File: src/rtl/lcd_sync_pkg.sv
package lcd_sync_pkg;
  localparam int REG_AW    = 3;
  localparam int REG_DW    = 16;
  localparam int HCH_W     = 8;   // character counter / horizontal field width
  localparam int VLN_W     = 12;  // line counter / vertical field width
  localparam int SW_W      = 4;   // sync width field width
  localparam int HACT_LSB  = 8;   // active-width field position in address 0
  localparam int SWID_LSB  = 12;  // sync-width field position in addresses 1 and 4
  localparam int PIX_PER_CH = 8;

  typedef enum logic [REG_AW-1:0] {
    RA_HTIM = 3'd0,
    RA_HSYN = 3'd1,
    RA_VACT = 3'd2,
    RA_VTOT = 3'd3,
    RA_VSYN = 3'd4,
    RA_CTRL = 3'd5,
    RA_STAT = 3'd6
  } reg_addr_e;

  typedef struct packed {
    logic [HCH_W-1:0] h_total_m1;
    logic [HCH_W-1:0] h_act_m1;
    logic [HCH_W-1:0] h_sstart_m1;
    logic [SW_W-1:0]  h_swidth_m1;
    logic [VLN_W-1:0] v_total_m1;
    logic [VLN_W-1:0] v_act_m1;
    logic [VLN_W-1:0] v_sstart_m1;
    logic [SW_W-1:0]  v_swidth_m1;
    logic             hs_inv;
    logic             vs_inv;
    logic             irq_en;
    logic             run;
  } timing_cfg_t;
endpackage

File: src/rtl/lcd_sync_regs.sv
module lcd_sync_regs
  import lcd_sync_pkg::*;
(
  input  logic              clk,
  input  logic              rst_n,
  input  logic              wr,
  input  logic [REG_AW-1:0] addr,
  input  logic [REG_DW-1:0] wdata,
  input  logic              retrace_evt,
  output timing_cfg_t       cfg,
  output logic              status
);
  timing_cfg_t cfg_q;
  logic        status_q;
  logic        clr_wr;

  assign clr_wr = wr && (addr == RA_STAT) && !wdata[0];

  always_ff @(posedge clk) begin
    if (!rst_n) begin
      cfg_q <= '0;
    end else if (wr) begin
      case (addr)
        RA_HTIM: begin
          cfg_q.h_total_m1 <= wdata[HCH_W-1:0];
          cfg_q.h_act_m1   <= wdata[HACT_LSB +: HCH_W];
        end
        RA_HSYN: begin
          cfg_q.h_sstart_m1 <= wdata[HCH_W-1:0];
          cfg_q.h_swidth_m1 <= wdata[SWID_LSB +: SW_W];
        end
        RA_VACT: cfg_q.v_act_m1   <= wdata[VLN_W-1:0];
        RA_VTOT: cfg_q.v_total_m1 <= wdata[VLN_W-1:0];
        RA_VSYN: begin
          cfg_q.v_sstart_m1 <= wdata[VLN_W-1:0];
          cfg_q.v_swidth_m1 <= wdata[SWID_LSB +: SW_W];
        end
        RA_CTRL: begin
          cfg_q.hs_inv <= wdata[0];
          cfg_q.vs_inv <= wdata[1];
          cfg_q.irq_en <= wdata[2];
          cfg_q.run    <= wdata[3];
        end
        default: ;
      endcase
    end
  end

  // retrace event has priority over a software clear on the same edge
  always_ff @(posedge clk) begin
    if (!rst_n)           status_q <= 1'b0;
    else if (retrace_evt) status_q <= 1'b1;
    else if (clr_wr)      status_q <= 1'b0;
  end

  assign cfg    = cfg_q;
  assign status = status_q;

  a_r9_status_set: assert property (@(posedge clk) disable iff (!rst_n)
    retrace_evt |=> status_q);

  a_r10_sticky: assert property (@(posedge clk) disable iff (!rst_n)
    (status_q && !clr_wr) |=> status_q);
endmodule

File: src/rtl/lcd_sync_counter.sv
module lcd_sync_counter #(
  parameter int H_W  = 8,
  parameter int V_W  = 12,
  parameter int PPC  = 8
) (
  input  logic           clk,
  input  logic           rst_n,
  input  logic           pix_ce,
  input  logic           run,
  input  logic [H_W-1:0] h_total_m1,
  input  logic [V_W-1:0] v_total_m1,
  input  logic [V_W-1:0] v_sstart_m1,
  output logic [H_W-1:0] h_pos,
  output logic [V_W-1:0] v_pos,
  output logic           retrace_evt
);
  localparam int SUB_W = (PPC > 1) ? $clog2(PPC) : 1;
  localparam logic [SUB_W-1:0] SUB_LAST = SUB_W'(PPC - 1);
  localparam logic [V_W:0]     V_ONE    = (V_W+1)'(1);

  logic [SUB_W-1:0] sub_q;
  logic [H_W-1:0]   h_q;
  logic [V_W-1:0]   v_q;
  logic             char_done, line_done;
  logic [V_W-1:0]   v_next;

  assign char_done = pix_ce && (sub_q == SUB_LAST);
  assign line_done = char_done && (h_q >= h_total_m1);
  assign v_next    = (v_q >= v_total_m1) ? '0 : v_q + 1'b1;
  assign retrace_evt = run && line_done &&
                       ({1'b0, v_next} == ({1'b0, v_sstart_m1} + V_ONE));

  always_ff @(posedge clk) begin
    if (!rst_n || !run) begin
      sub_q <= '0;
      h_q   <= '0;
      v_q   <= '0;
    end else begin
      if (pix_ce)    sub_q <= char_done ? '0 : sub_q + 1'b1;
      if (char_done) h_q   <= line_done ? '0 : h_q + 1'b1;
      if (line_done) v_q   <= v_next;
    end
  end

  assign h_pos = h_q;
  assign v_pos = v_q;

  a_r2_hold: assert property (@(posedge clk) disable iff (!rst_n)
    (run && !pix_ce) |=> ($stable(sub_q) && $stable(h_q) && $stable(v_q)));

  a_r12_origin: assert property (@(posedge clk) disable iff (!rst_n)
    !run |=> (sub_q == '0 && h_q == '0 && v_q == '0));
endmodule

File: src/rtl/lcd_sync_axis.sv
module lcd_sync_axis #(
  parameter int W  = 8,
  parameter int SW = 4
) (
  input  logic          en,
  input  logic [W-1:0]  pos,
  input  logic [W-1:0]  act_m1,
  input  logic [W-1:0]  sstart_m1,
  input  logic [SW-1:0] swidth_m1,
  input  logic          inv,
  output logic          in_active,
  output logic          sync_o
);
  localparam logic [W:0] ONE = (W+1)'(1);

  logic [W:0] sync_last;
  logic       in_sync;

  // the field holds start-1, so the first sync unit is sstart_m1+1
  assign sync_last = {1'b0, sstart_m1} + {{(W+1-SW){1'b0}}, swidth_m1} + ONE;
  assign in_sync   = (pos > sstart_m1) && ({1'b0, pos} <= sync_last);
  assign in_active = en && (pos <= act_m1);
  assign sync_o    = (en && in_sync) ^ inv;
endmodule

File: src/rtl/lcd_sync_gen.sv
module lcd_sync_gen
  import lcd_sync_pkg::*;
(
  input  logic              clk,
  input  logic              rst_n,
  input  logic              pix_ce,
  input  logic              reg_wr,
  input  logic [REG_AW-1:0] reg_addr,
  input  logic [REG_DW-1:0] reg_wdata,
  output logic              hsync_o,
  output logic              vsync_o,
  output logic              de_o,
  output logic              vint_status_o,
  output logic              vint_irq_o
);
  timing_cfg_t      cfg;
  logic             status;
  logic             retrace_evt;
  logic [HCH_W-1:0] h_pos;
  logic [VLN_W-1:0] v_pos;
  logic             h_act, v_act;

  lcd_sync_regs u_regs (
    .clk(clk), .rst_n(rst_n), .wr(reg_wr), .addr(reg_addr), .wdata(reg_wdata),
    .retrace_evt(retrace_evt), .cfg(cfg), .status(status)
  );

  lcd_sync_counter #(.H_W(HCH_W), .V_W(VLN_W), .PPC(PIX_PER_CH)) u_cnt (
    .clk(clk), .rst_n(rst_n), .pix_ce(pix_ce), .run(cfg.run),
    .h_total_m1(cfg.h_total_m1), .v_total_m1(cfg.v_total_m1),
    .v_sstart_m1(cfg.v_sstart_m1),
    .h_pos(h_pos), .v_pos(v_pos), .retrace_evt(retrace_evt)
  );

  lcd_sync_axis #(.W(HCH_W), .SW(SW_W)) u_h_axis (
    .en(cfg.run), .pos(h_pos), .act_m1(cfg.h_act_m1),
    .sstart_m1(cfg.h_sstart_m1), .swidth_m1(cfg.h_swidth_m1),
    .inv(cfg.hs_inv), .in_active(h_act), .sync_o(hsync_o)
  );

  lcd_sync_axis #(.W(VLN_W), .SW(SW_W)) u_v_axis (
    .en(cfg.run), .pos(v_pos), .act_m1(cfg.v_act_m1),
    .sstart_m1(cfg.v_sstart_m1), .swidth_m1(cfg.v_swidth_m1),
    .inv(cfg.vs_inv), .in_active(v_act), .sync_o(vsync_o)
  );

  assign de_o          = h_act && v_act;
  assign vint_status_o = status;
  assign vint_irq_o    = status && cfg.irq_en;

  a_r12_de_idle: assert property (@(posedge clk) disable iff (!rst_n)
    !cfg.run |-> !de_o);

  a_r11_irq_needs_status: assert property (@(posedge clk) disable iff (!rst_n)
    vint_irq_o |-> vint_status_o);

  a_r7_de_origin: assert property (@(posedge clk) disable iff (!rst_n)
    (de_o && pix_ce && cfg.run) |=> (de_o || !$stable(h_pos) || !$stable(v_pos)));
endmodule

File: config.mk
export PLATFORM = sky130hd
export DESIGN_NAME = lcd_sync_gen
export DESIGN_NICKNAME = d
export VERILOG_FILES = /design/src/rtl/lcd_sync_pkg.sv /design/src/rtl/lcd_sync_regs.sv /design/src/rtl/lcd_sync_counter.sv /design/src/rtl/lcd_sync_axis.sv /design/src/rtl/lcd_sync_gen.sv
export SDC_FILE = /design/constraint.sdc
export NUM_CORES = 1
export LEC_CHECK = 0
export BUFFER_PORTS_ARGS = -buffer_cell sky130_fd_sc_hd__clkbuf_2
export CORE_AREA = 5 5 113 115
export CTS_CLUSTER_SIZE = 16
export DETAILED_ROUTE_END_ITERATION = 12
export DIE_AREA = 0 0 118 120
export GPL_ROUTABILITY_DRIVEN = 0
export GPL_TIMING_DRIVEN = 1
export PLACE_DENSITY_LB_ADDON = 0.1
export SLEW_MARGIN = 5
export SYNTH_ARGS = -nofsm -noshare
export SYNTH_HDL_FRONTEND = slang
export SYNTH_SLANG_ARGS = --single-unit
File: constraint.sdc
create_clock -name clk -period 4.3 [get_ports clk]
set_clock_uncertainty 0.2 [all_clocks]
set_input_delay 0.43 -clock clk [delete_from_list [all_inputs] [get_ports clk]]
set_output_delay 0.43 -clock clk [all_outputs]
set_load 0.05 [all_outputs]
== Word-level counts from Yosys, hierarchy flattened ==
Cells that the tools add are included.

* Register bits after elaboration: 96
* Latch bits: 0
* RAM bits: 0
* ROM bits: 0
* Bits of input ports: 23
* Output and inout port bits: 5
* Logic and storage cells: 73
* Memories: 0

* $add $sub $neg: 8
* Multipliers: 0
* Div/mod/pow operators: 0
* Order comparisons: 8
* Equal/unequal tests: 8
* Shift-type cells: 0
* Mux-type cells: 5
* Bitwise gates (word level): 2
* Reductions and logical operators: 26

{| class="wikitable"
|+ Operators by type and width
! cell !! number
|-
| logical AND 1 bit || 14
|-
| adder 12 x 1 -> 13 bit, second input constant || 1
|-
| adder 12 x 4 -> 13 bit || 1
|-
| adder 13 x 1 -> 13 bit, second input constant || 1
|-
| == test 12 x 13 -> 1 bit || 1
|-
| less-or-equal comparator 12 x 13 -> 1 bit || 1
|-
| adder 12 x 1 -> 12 bit, second input constant || 1
|-
| == test 3 bit, second input constant || 4
|-
| greater-or-equal comparator 12 bit || 1
|-
| greater-than comparator 12 bit || 1
|-
| less-or-equal comparator 12 bit || 1
|-
| two-way mux 12 bit || 1
|-
| AND reduction 2 bit || 6
|-
| adder 8 x 4 -> 9 bit || 1
|-
| adder 9 x 1 -> 9 bit, second input constant || 1
|-
| less-or-equal comparator 8 x 9 -> 1 bit || 1
|-
| adder 8 x 1 -> 8 bit, second input constant || 1
|-
| greater-or-equal comparator 8 bit || 1
|-
| greater-than comparator 8 bit || 1
|-
| less-or-equal comparator 8 bit || 1
|-
| two-way mux 8 bit || 1
|-
| == test 3 x 2 -> 1 bit, second input constant || 2
|-
| adder 3 x 1 -> 3 bit, second input constant || 1
|-
| == test 3 x 1 -> 1 bit, second input constant || 1
|-
| 7 further kinds || 11
|}

== Depth between registers and ports, before layout ==
Gate-level depths: netlist of the first run.

* Depth after elaboration: 6
* Depth in mapped cells: 17
* Gate-level depth less buffers: 17

== Cells and area by module ==
A second synthesis of the first run with hierarchy kept.

* Cells, all modules: 804
* Area total of the unflattened synthesis: 6,914.1 um2

{| class="wikitable"
|+ By module, submodules not included
! module !! times used !! cells an instance !! area an instance (um2) !! sequential area each (um2)
|-
| lcd_sync_regs || 1 || 260 || 2,682.6 || 1,461.4
|-
| lcd_sync_counter || 1 || 284 || 2,234.6 || 460.4
|-
| lcd_sync_axis at u_v_axis || 1 || 152 || 1,162.4 || 0.0
|-
| lcd_sync_axis at u_h_axis || 1 || 106 || 822.0 || 0.0
|-
| lcd_sync_gen || 1 || 2 || 12.5 || 0.0
|}

== Worst setup path after synthesis of the first run ==
OpenSTA, ideal clock, no wires.

* Path kind: reg-to-output
* From: reg u_regs.cfg[8] (netlist name)
* To: out vsync_o
* Arrival time: 3.648 ns
* Data required time: 3.670 ns
* Slack: 0.022 ns
* Stages on the path, launching flop included: 18
* Path buffers: 0
* Cells stage by stage: dfxtp_1 -> inv_1 -> ha_1 -> inv_1 -> fa_1 -> nand2_1 -> nand2_1 -> a21oi_1 -> nand2b_1 -> nor2_1 -> xnor2_1 -> ha_1 -> a21o_1 -> a21o_1 -> a211o_1 -> o221ai_1 -> a21oi_1 -> o2111ai_1

* Longest elaborated chain between the ends: 6
* Elaborated cells on any way between the ends: 7
* Classes of those cells: add/sub: 2; order compare: 2; bitwise: 1; reduce/logical: 2

{| class="wikitable"
|+ Ends and longest elaborated chain
! what !! RTL line !! RTL
|-
| adder 12 x 4 -> 13 bit || lcd_sync_axis.sv:20 || <nowiki>assign sync_last = {1'b0, sstart_m1} + {{(W+1-SW){1'b0}}, swidth_m1} + ONE;</nowiki>
|-
| adder 13 x 1 -> 13 bit || lcd_sync_axis.sv:20 ||
|-
| less-or-equal comparator 12 x 13 -> 1 bit || lcd_sync_axis.sv:21 || <nowiki>assign in_sync = (pos > sstart_m1) && ({1'b0, pos} <= sync_last);</nowiki>
|-
| logical AND 1 bit (*) || lcd_sync_axis.sv:21 ||
|-
| logical AND 1 bit (*) || lcd_sync_axis.sv:23 || <nowiki>assign sync_o = (en && in_sync) ^ inv;</nowiki>
|-
| XOR 1 bit (*) || lcd_sync_axis.sv:23 ||
|-
| to (decl) || lcd_sync_gen.sv:11 || <nowiki>output logic vsync_o,</nowiki>
|}

Mark *: on every way between the ends. The rest lies on a longest branch, timed or not.

== Worst setup path in the final report of the first run ==
* From: reg u_regs.cfg[8] (netlist name)
* To: out vsync_o

* Longest elaborated chain between the ends: 6
* Elaborated cells on any way between the ends: 7
* Classes of those cells: add/sub: 2; order compare: 2; bitwise: 1; reduce/logical: 2

{| class="wikitable"
|+ Ends and longest elaborated chain
! what !! RTL line
|-
| adder 12 x 4 -> 13 bit || lcd_sync_axis.sv:20
|-
| adder 13 x 1 -> 13 bit || lcd_sync_axis.sv:20
|-
| less-or-equal comparator 12 x 13 -> 1 bit || lcd_sync_axis.sv:21
|-
| logical AND 1 bit (*) || lcd_sync_axis.sv:21
|-
| logical AND 1 bit (*) || lcd_sync_axis.sv:23
|-
| XOR 1 bit (*) || lcd_sync_axis.sv:23
|}

Marked as above.

==> results.sh, run 1 <==
export IMPL_status="finished, final reports clean"
export IMPL_dr_pass1_iters=5
export IMPL_cp_endpoint="vsync_o"
export IMPL_hp_class="input pin to register"
export IMPL_start_util_pct=58.1
export IMPL_synth_cell_types=61
export IMPL_setup_violations_final=0
export IMPL_ys_warn_count=0
export IMPL_cts_tree="built"
export IMPL_synth_main_ff_cell="dfxtp_1"
export IMPL_synth_area_per_cell_um2=8.05
export IMPL_crit_path_max_fanout=3
export IMPL_h_tree_depth=3
export IMPL_synth_top_area_share_pct=28.3
export IMPL_drt_wl_total_um=17900
export IMPL_wire_per_inst_um=17.5
export IMPL_port_buffers=27
export IMPL_worstMarginPinSlew_ns=0.823
export IMPL_maxCapViolations=0
export IMPL_ys_ff_latch=96
export IMPL_dieArea_um2=14200
export IMPL_viasPerCell=5.91
export IMPL_start_kind="register"
export IMPL_cp_arrival_ns=3.66
export IMPL_yosysTopAreaCell="dfxtp_1"
export IMPL_grt_start_max_net_pins=75
export IMPL_grt_pass1_vias=5944
export IMPL_dpl_cell_area_um2=7080
export IMPL_cts_buffer_depth=2
export IMPL_netlist_top_cells_count="nand2_1 (156), dfxtp_1 (96), ha_1 (93)"
export IMPL_core_area_um2=11700
export IMPL_cts_sinks=96
export IMPL_r2r_end="u_regs.status$_SDFFE_PN0P_"
export IMPL_finalCriticalPeriod_ns=4.29
export IMPL_fin_crit_sh_pct=99.8
export IMPL_drive_gt1_share_pct=10.1
export IMPL_yosys_top_cells_area="dfxtp_1 (28%), ha_1 (17%), nand2_1 (8.6%)"
export IMPL_areaGrowthSynthToFinish_pct=10.8
export IMPL_rsz0062_at_grt="true"
export IMPL_cts_hold_buf=0
export IMPL_diodes=0
export IMPL_p_sw_w=0.000476
export IMPL_multi_input_area_um2=4550
export IMPL_synthCells=845
export IMPL_p_leak_nw=2.97
export IMPL_p_per_area_nw_per_um2=271
export IMPL_final_antenna_net_count=0
export IMPL_register_area_um2=1930
export IMPL_drt_iter0_markers=521
export IMPL_hold_viol_final=0
export IMPL_clk_latency_ns=0.34
export IMPL_fp_dieW_um=118
export IMPL_grt_pass1_wl_um=29000
export IMPL_combPwrFrac_pct=9.1
export IMPL_stdcell_area_um2=7540
export IMPL_fp_row_count=40
export IMPL_whs_path_depth=3
export IMPL_num_vias=6061
export IMPL_clkTransAtPathRegs_ns=0.07
export IMPL_seq_area_frac_synth_pct=28.3
export IMPL_hpwl_um=13500
export IMPL_clock_power_share_pct=46.0
export IMPL_overflow=0
export IMPL_maxSlewViolCount=0
export IMPL_synth_edf_count=0
export IMPL_rr_startpoint="u_cnt.v_pos[0]$_SDFFE_PP0P_"
export IMPL_fillers=1043
export IMPL_cp_required_ns=3.67
export IMPL_cts_buffers=9
export IMPL_rr_worst_depth=10
export IMPL_reg2reg_slack_ns=0.91
export IMPL_endpoint_kind="primary output"
export IMPL_die_h_um=120
export IMPL_drc=0
export IMPL_crit_type="register to primary output"
export IMPL_async_reset_ff_share_pct=0
export IMPL_netlist_area_um2=6800
export IMPL_fin_hold_ws_ns=0.191
export IMPL_grt_usage_pct=25.2
export IMPL_antenna_found_initial=0
export IMPL_yosysMostFrequentCell="nand2_1"
export IMPL_setup_tns_ns=0
export IMPL_root_buffer="clkbuf_16"
export IMPL_fin_nets=991
export IMPL_power_internal_w=0.00156
export IMPL_syn_num_nets=963
export IMPL_max_freq_mhz=233
export IMPL_io_pins=28
export IMPL_swShare_pct=23.3
export IMPL_crit_start="u_regs.cfg[8]$_SDFFE_PN0P_"
export IMPL_slew_headroom_pct=44.9
export IMPL_p_seq_share_pct=44.9
export IMPL_irDropWorstVdd_v=0.000218
[final cells by class]
cell class                 count  area share, %
timing repair buffer          42           3.44
sequential                    96           25.6
clock buffer                  10           3.17
clock inverter                 6           1.49
multi-input combinational    654           60.4
inverter                      70           3.49
tap                          147           2.44
[power groups by stage]
stage                     Combinational [W]  Sequential (W)  Clock [W]
final                              0.000185        0.000916   0.000938
after global routing               0.000206        0.000918   0.000991
after CTS                          0.000182        0.000916   0.000953
after detailed placement           0.000179        0.000936          0
after global placement             0.000173        0.000936          0
after floorplan                    0.000124        0.000931          0
[flip-flops by register name, indices dropped and copies added, names as in the netlist]
signal         flops
u_regs.cfg        72
u_cnt.v_pos       12
u_cnt.h_pos        8
u_cnt.sub_q        3
u_regs.status      1
[metal layers]
metal,track usage (%),vias to the layer above,share of wire (%)
li1,-,2970,-
met1,33.1,2870,45
met2,43.0,189,47
met3,3.44,32,5.5
met4,8.03,0,2.1
met5,0,-,0
[critical path, cell delays in order, from the launching register on]
cell and delay (ns):
dfxtp_2 0.32, inv_2 0.08, ha_4 0.14, inv_2 0.04, fa_2 0.39, nand2_1 0.07, nand2_1 0.07, a21oi_2 0.16
nand2b_4 0.16, nor2_2 0.05, xnor2_2 0.14, ha_1 0.32, a21o_1 0.20, a21o_1 0.17, a211o_1 0.29, o221ai_2 0.20
a21oi_1 0.10, o2111ai_1 0.21, clkbuf_8 0.22
[worst min-delay path by stage]
stage | from | to
2_1_floorplan | u_regs.cfg[4]$_SDFFE_PN0P_ | u_regs.cfg[4]$_SDFFE_PN0P_
3_3_place_gp | u_regs.cfg[60]$_SDFFE_PN0P_ | u_regs.cfg[60]$_SDFFE_PN0P_
3_5_place_dp | u_regs.cfg[60]$_SDFFE_PN0P_ | u_regs.cfg[60]$_SDFFE_PN0P_
4_1_cts | reg_wdata[14] | u_regs.cfg[62]$_SDFFE_PN0P_
5_1_grt | reg_wdata[12] | u_regs.cfg[4]$_SDFFE_PN0P_
6_report | reg_wdata[14] | u_regs.cfg[62]$_SDFFE_PN0P_
[stage by stage]
| step | cells | utilization (%) | total power (W) | setup slack, ns |
|---|---|---|---|---|
| 2_1_floorplan | 845 | - | 0.00106 | 0.0224 |
| 5_1_grt | 1025 | 64.4 | 0.00211 | -0.140 |
| 6_report | 1025 | 64.4 | 0.00204 | 0.00880 |
| 3_3_place_gp | 1003 | 60.4 | 0.00111 | 0.274 |
| 4_1_cts | 1019 | 63.7 | 0.00205 | 0.0408 |
| 3_5_place_dp | 1003 | 60.4 | 0.00111 | 0.131 |
[logic make-up (layout without fill, tap and decap cells)]
logic type / Yosys count / after routing / share of synthesized area (%)
adders and majority gates: 95 / 95 / 17.7
muxes: 6 / 6 / 0.883
xor gates and xnor gates: 45 / 45 / 6.11
buffers and inverters: 95 / 128 / 5.48
and+or+nand+nor: 314 / 314 / 22.1
DFF: 96 / 96 / 28.3
AOI/OAI and AO/OA: 194 / 194 / 19.5
[repair_timing]
action / CTS / global route
endpoints found under the hold margin: 0 / 0
pin swaps: 1 / 13
setup buffers: 0 / 6
setup endpoints to repair: 1 / 2
resized for setup: 7 / 15
[cell usage in the layout, fill, tap and decap left out, drive strengths merged, types with 3 or more instances in the layout]
cell,synthesis,layout
bufinv,0,3
a21o,24,24
nand2,156,156
a21oi,36,36
inv,70,72
o211ai,5,5
clkbuf,22,36
nor2b,19,19
nand2b,14,14
nand3,27,27
and3,8,8
nor2,38,38
nand3b,3,3
a21boi,72,72
mux2i,6,6
xnor2,35,35
o21a,5,5
buf,3,16
and2,4,4
a22oi,7,7
nor3,8,8
ha,93,93
o2111ai,3,3
nand4,18,18
xor2,9,9
dfxtp,96,96
o21ai,26,26
and4,7,7
Power figures use the tool's default switching activity.
==> inputs of run 2 (changes only) <==
--- a/config.mk
+++ b/config.mk
@@ -5,7 +5,7 @@
 export SDC_FILE = /design/constraint.sdc
 export NUM_CORES = 1
 export LEC_CHECK = 0
-export BUFFER_PORTS_ARGS = -buffer_cell sky130_fd_sc_hd__clkbuf_2
+export BUFFER_PORTS_ARGS = -buffer_cell sky130_fd_sc_hd__buf_2
 export CORE_AREA = 5 5 113 115
 export CTS_CLUSTER_SIZE = 16
 export DETAILED_ROUTE_END_ITERATION = 12
==> run 2 against run 1 <==
  * Via count fell by 1.3%
  * First-iteration DRC count fell by 31%
  * Cell area fell by 0.70%
  * Largest power group is now registers
  * Core utilization fell by 0.45 points
  * Global-route usage fell by 0.067 points
  * Critical path type unchanged
  * Sequential power barely moved
  * Setup slack improved by 0.12 ns
  * Combinational power barely moved
  * Hold slack got worse by 0.0079 ns
  * Clock power fell by 9.3%
  * Routed wire length fell by 1.3%
  * Largest cell class unchanged
==> results.sh, run 2 (synthesis results as in run 1) <==
export IMPL_fin_nets=991
export IMPL_die_h_um=120
export IMPL_io_pins=28
export IMPL_register_area_um2=1930
export IMPL_start_kind="register"
export IMPL_multi_input_area_um2=4550
export IMPL_grt_pass1_vias=5726
export IMPL_clkTransAtPathRegs_ns=0.07
export IMPL_finalCriticalPeriod_ns=4.17
export IMPL_areaGrowthSynthToFinish_pct=10.0
export IMPL_diodes=0
export IMPL_drive_gt1_share_pct=9.91
export IMPL_viasPerCell=5.84
export IMPL_layout_common_cells="nand2_1 (155), dfxtp_1 (93), ha_1 (92)"
export IMPL_irDropWorstVdd_v=0.000157
export IMPL_drt_iter0_markers=361
export IMPL_dr_pass1_iters=5
export IMPL_clk_latency_ns=0.36
export IMPL_cts_buffers=9
export IMPL_crit_type="register to primary output"
export IMPL_layout_setup_ws_ns=0.126
export IMPL_dpl_cell_area_um2=7070
export IMPL_final_common_cell="nand2_1"
export IMPL_stdcell_area_um2=7480
export IMPL_hpwl_um=13400
export IMPL_dp_slack_ns=0.169
export IMPL_antenna_found_initial=0
export IMPL_final_util_pct=63.9
export IMPL_drt_wl_total_um=17700
export IMPL_holdPathEnd="u_regs.cfg[62]$_SDFFE_PN0P_"
export IMPL_p_leak_nw=2.94
export IMPL_max_freq_mhz=240
export IMPL_core_area_um2=11700
export IMPL_grt_usage_pct=25.2
export IMPL_worstMarginPinSlew_ns=0.850
export IMPL_fp_dieW_um=118
export IMPL_final_antenna_net_count=0
export IMPL_fin_crit_sh_pct=97.1
export IMPL_hold_viol_final=0
export IMPL_wire_per_inst_um=17.3
export IMPL_maxCapViolations=0
export IMPL_root_buffer="clkbuf_16"
export IMPL_rr_worst_depth=10
export IMPL_dieArea_um2=14200
export IMPL_setup_violations_final=0
export IMPL_fp_row_count=40
export IMPL_cp_required_ns=3.67
export IMPL_cts_buffer_depth=2
export IMPL_port_buffers=27
export IMPL_largest_reg_flops=72
export IMPL_grt_pass1_wl_um=28900
export IMPL_num_vias=5985
export IMPL_maxSlewViolCount=0
export IMPL_cts_tree="built"
export IMPL_rr_startpoint="u_cnt.v_pos[0]$_SDFFE_PP0P_"
export IMPL_start_util_pct=58.1
export IMPL_h_tree_depth=3
export IMPL_cts_sinks=96
export IMPL_slew_headroom_pct=43.1
export IMPL_reg2reg_slack_ns=0.85
export IMPL_crit_path_max_fanout=2
export IMPL_r2r_end="u_regs.status$_SDFFE_PN0P_"
export IMPL_fillers=1050
export IMPL_hp_class="input pin to register"
export IMPL_p_per_area_nw_per_um2=261
export IMPL_endpoint_kind="primary output"
export IMPL_whs_path_depth=3
export IMPL_worstHoldStart="reg_wdata[14]"
export IMPL_drc=0
export IMPL_status="finished, final reports clean"
export IMPL_grt_start_max_net_pins=75
export IMPL_cp_arrival_ns=3.54
export IMPL_overflow=0
==> run 2: worst max-delay path: stages (launching register included) <==
cell and delay [ns]:
dfxtp_2 0.33, inv_2 0.07, ha_4 0.14, inv_2 0.04, fa_2 0.40, nand2_2 0.08, nand2_1 0.06, a21oi_2 0.16
nand2b_4 0.14, nor2_1 0.05, xnor2_1 0.14, ha_1 0.32, a21o_1 0.16, a21o_1 0.17, a211o_1 0.26, o221ai_2 0.16
a21oi_1 0.09, o2111ai_1 0.18, buf_4 0.23
==> run 2: repair_timing <==
action                                  in CTS  in global routing
endpoints found under the setup margin       1                  2
setup buffers                                2                  5
pin swaps                                    5                 10
gates resized for setup                      7                 11
hold buffers                                 0                  0
==> run 2: worst max path at each step <==
stage	from	cells after the start	end	slack (ns)
after floorplan	u_regs.cfg[8]$_SDFFE_PN0P_	17	vsync_o	0.02
after global placement	u_regs.cfg[8]$_SDFFE_PN0P_	18	vsync_o	0.30
after detailed placement	u_regs.cfg[8]$_SDFFE_PN0P_	18	vsync_o	0.17
after CTS	u_regs.cfg[8]$_SDFFE_PN0P_	18	vsync_o	0.0005
after global routing	u_regs.cfg[4]$_SDFFE_PN0P_	18	vsync_o	-0.06
final	u_regs.cfg[4]$_SDFFE_PN0P_	18	vsync_o	0.13
==> run 2: metal layers <==
metal | up-vias | GRT usage (%) | part of all wire (%)
li1 | 2977 | - | -
met1 | 2832 | 33.3 | 46
met2 | 139 | 42.4 | 47
met3 | 37 | 3.49 | 4.8
met4 | 0 | 8.32 | 2.4
met5 | - | 0 | 0
==> run 2: metrics by stage <==
| stage | hold WS, ns | power, W | instances | TNS, ns |
|---|---|---|---|---|
| after floorplan | 0.243 | 0.00106 | 845 | 0 |
| after global placement | 0.253 | 0.00111 | 1002 | 0 |
| after detailed placement | 0.258 | 0.00112 | 1002 | 0 |
| after CTS | 0.183 | 0.00196 | 1020 | 0 |
| after global routing | 0.197 | 0.00202 | 1025 | -0.0643 |
| final | 0.183 | 0.00195 | 1025 | 0 |
==> run 2: final cells by class <==
cell class / count / share of cell area, %
repair buffers: 42 / 3.38
inverters: 70 / 3.51
clock inverters: 6 / 1.00
multi-input cells: 654 / 60.7
flip-flops and latches: 96 / 25.7
well taps: 147 / 2.46
clock buffers: 10 / 3.19
==> run 2: report_power, final <==
part           total, W  switching, W  internal, W
Clock          0.000851      0.000375     0.000475
Combinational  0.000184      0.000111    0.0000730
Sequential     0.000916     0.0000132     0.000903
Total           0.00195      0.000500      0.00145
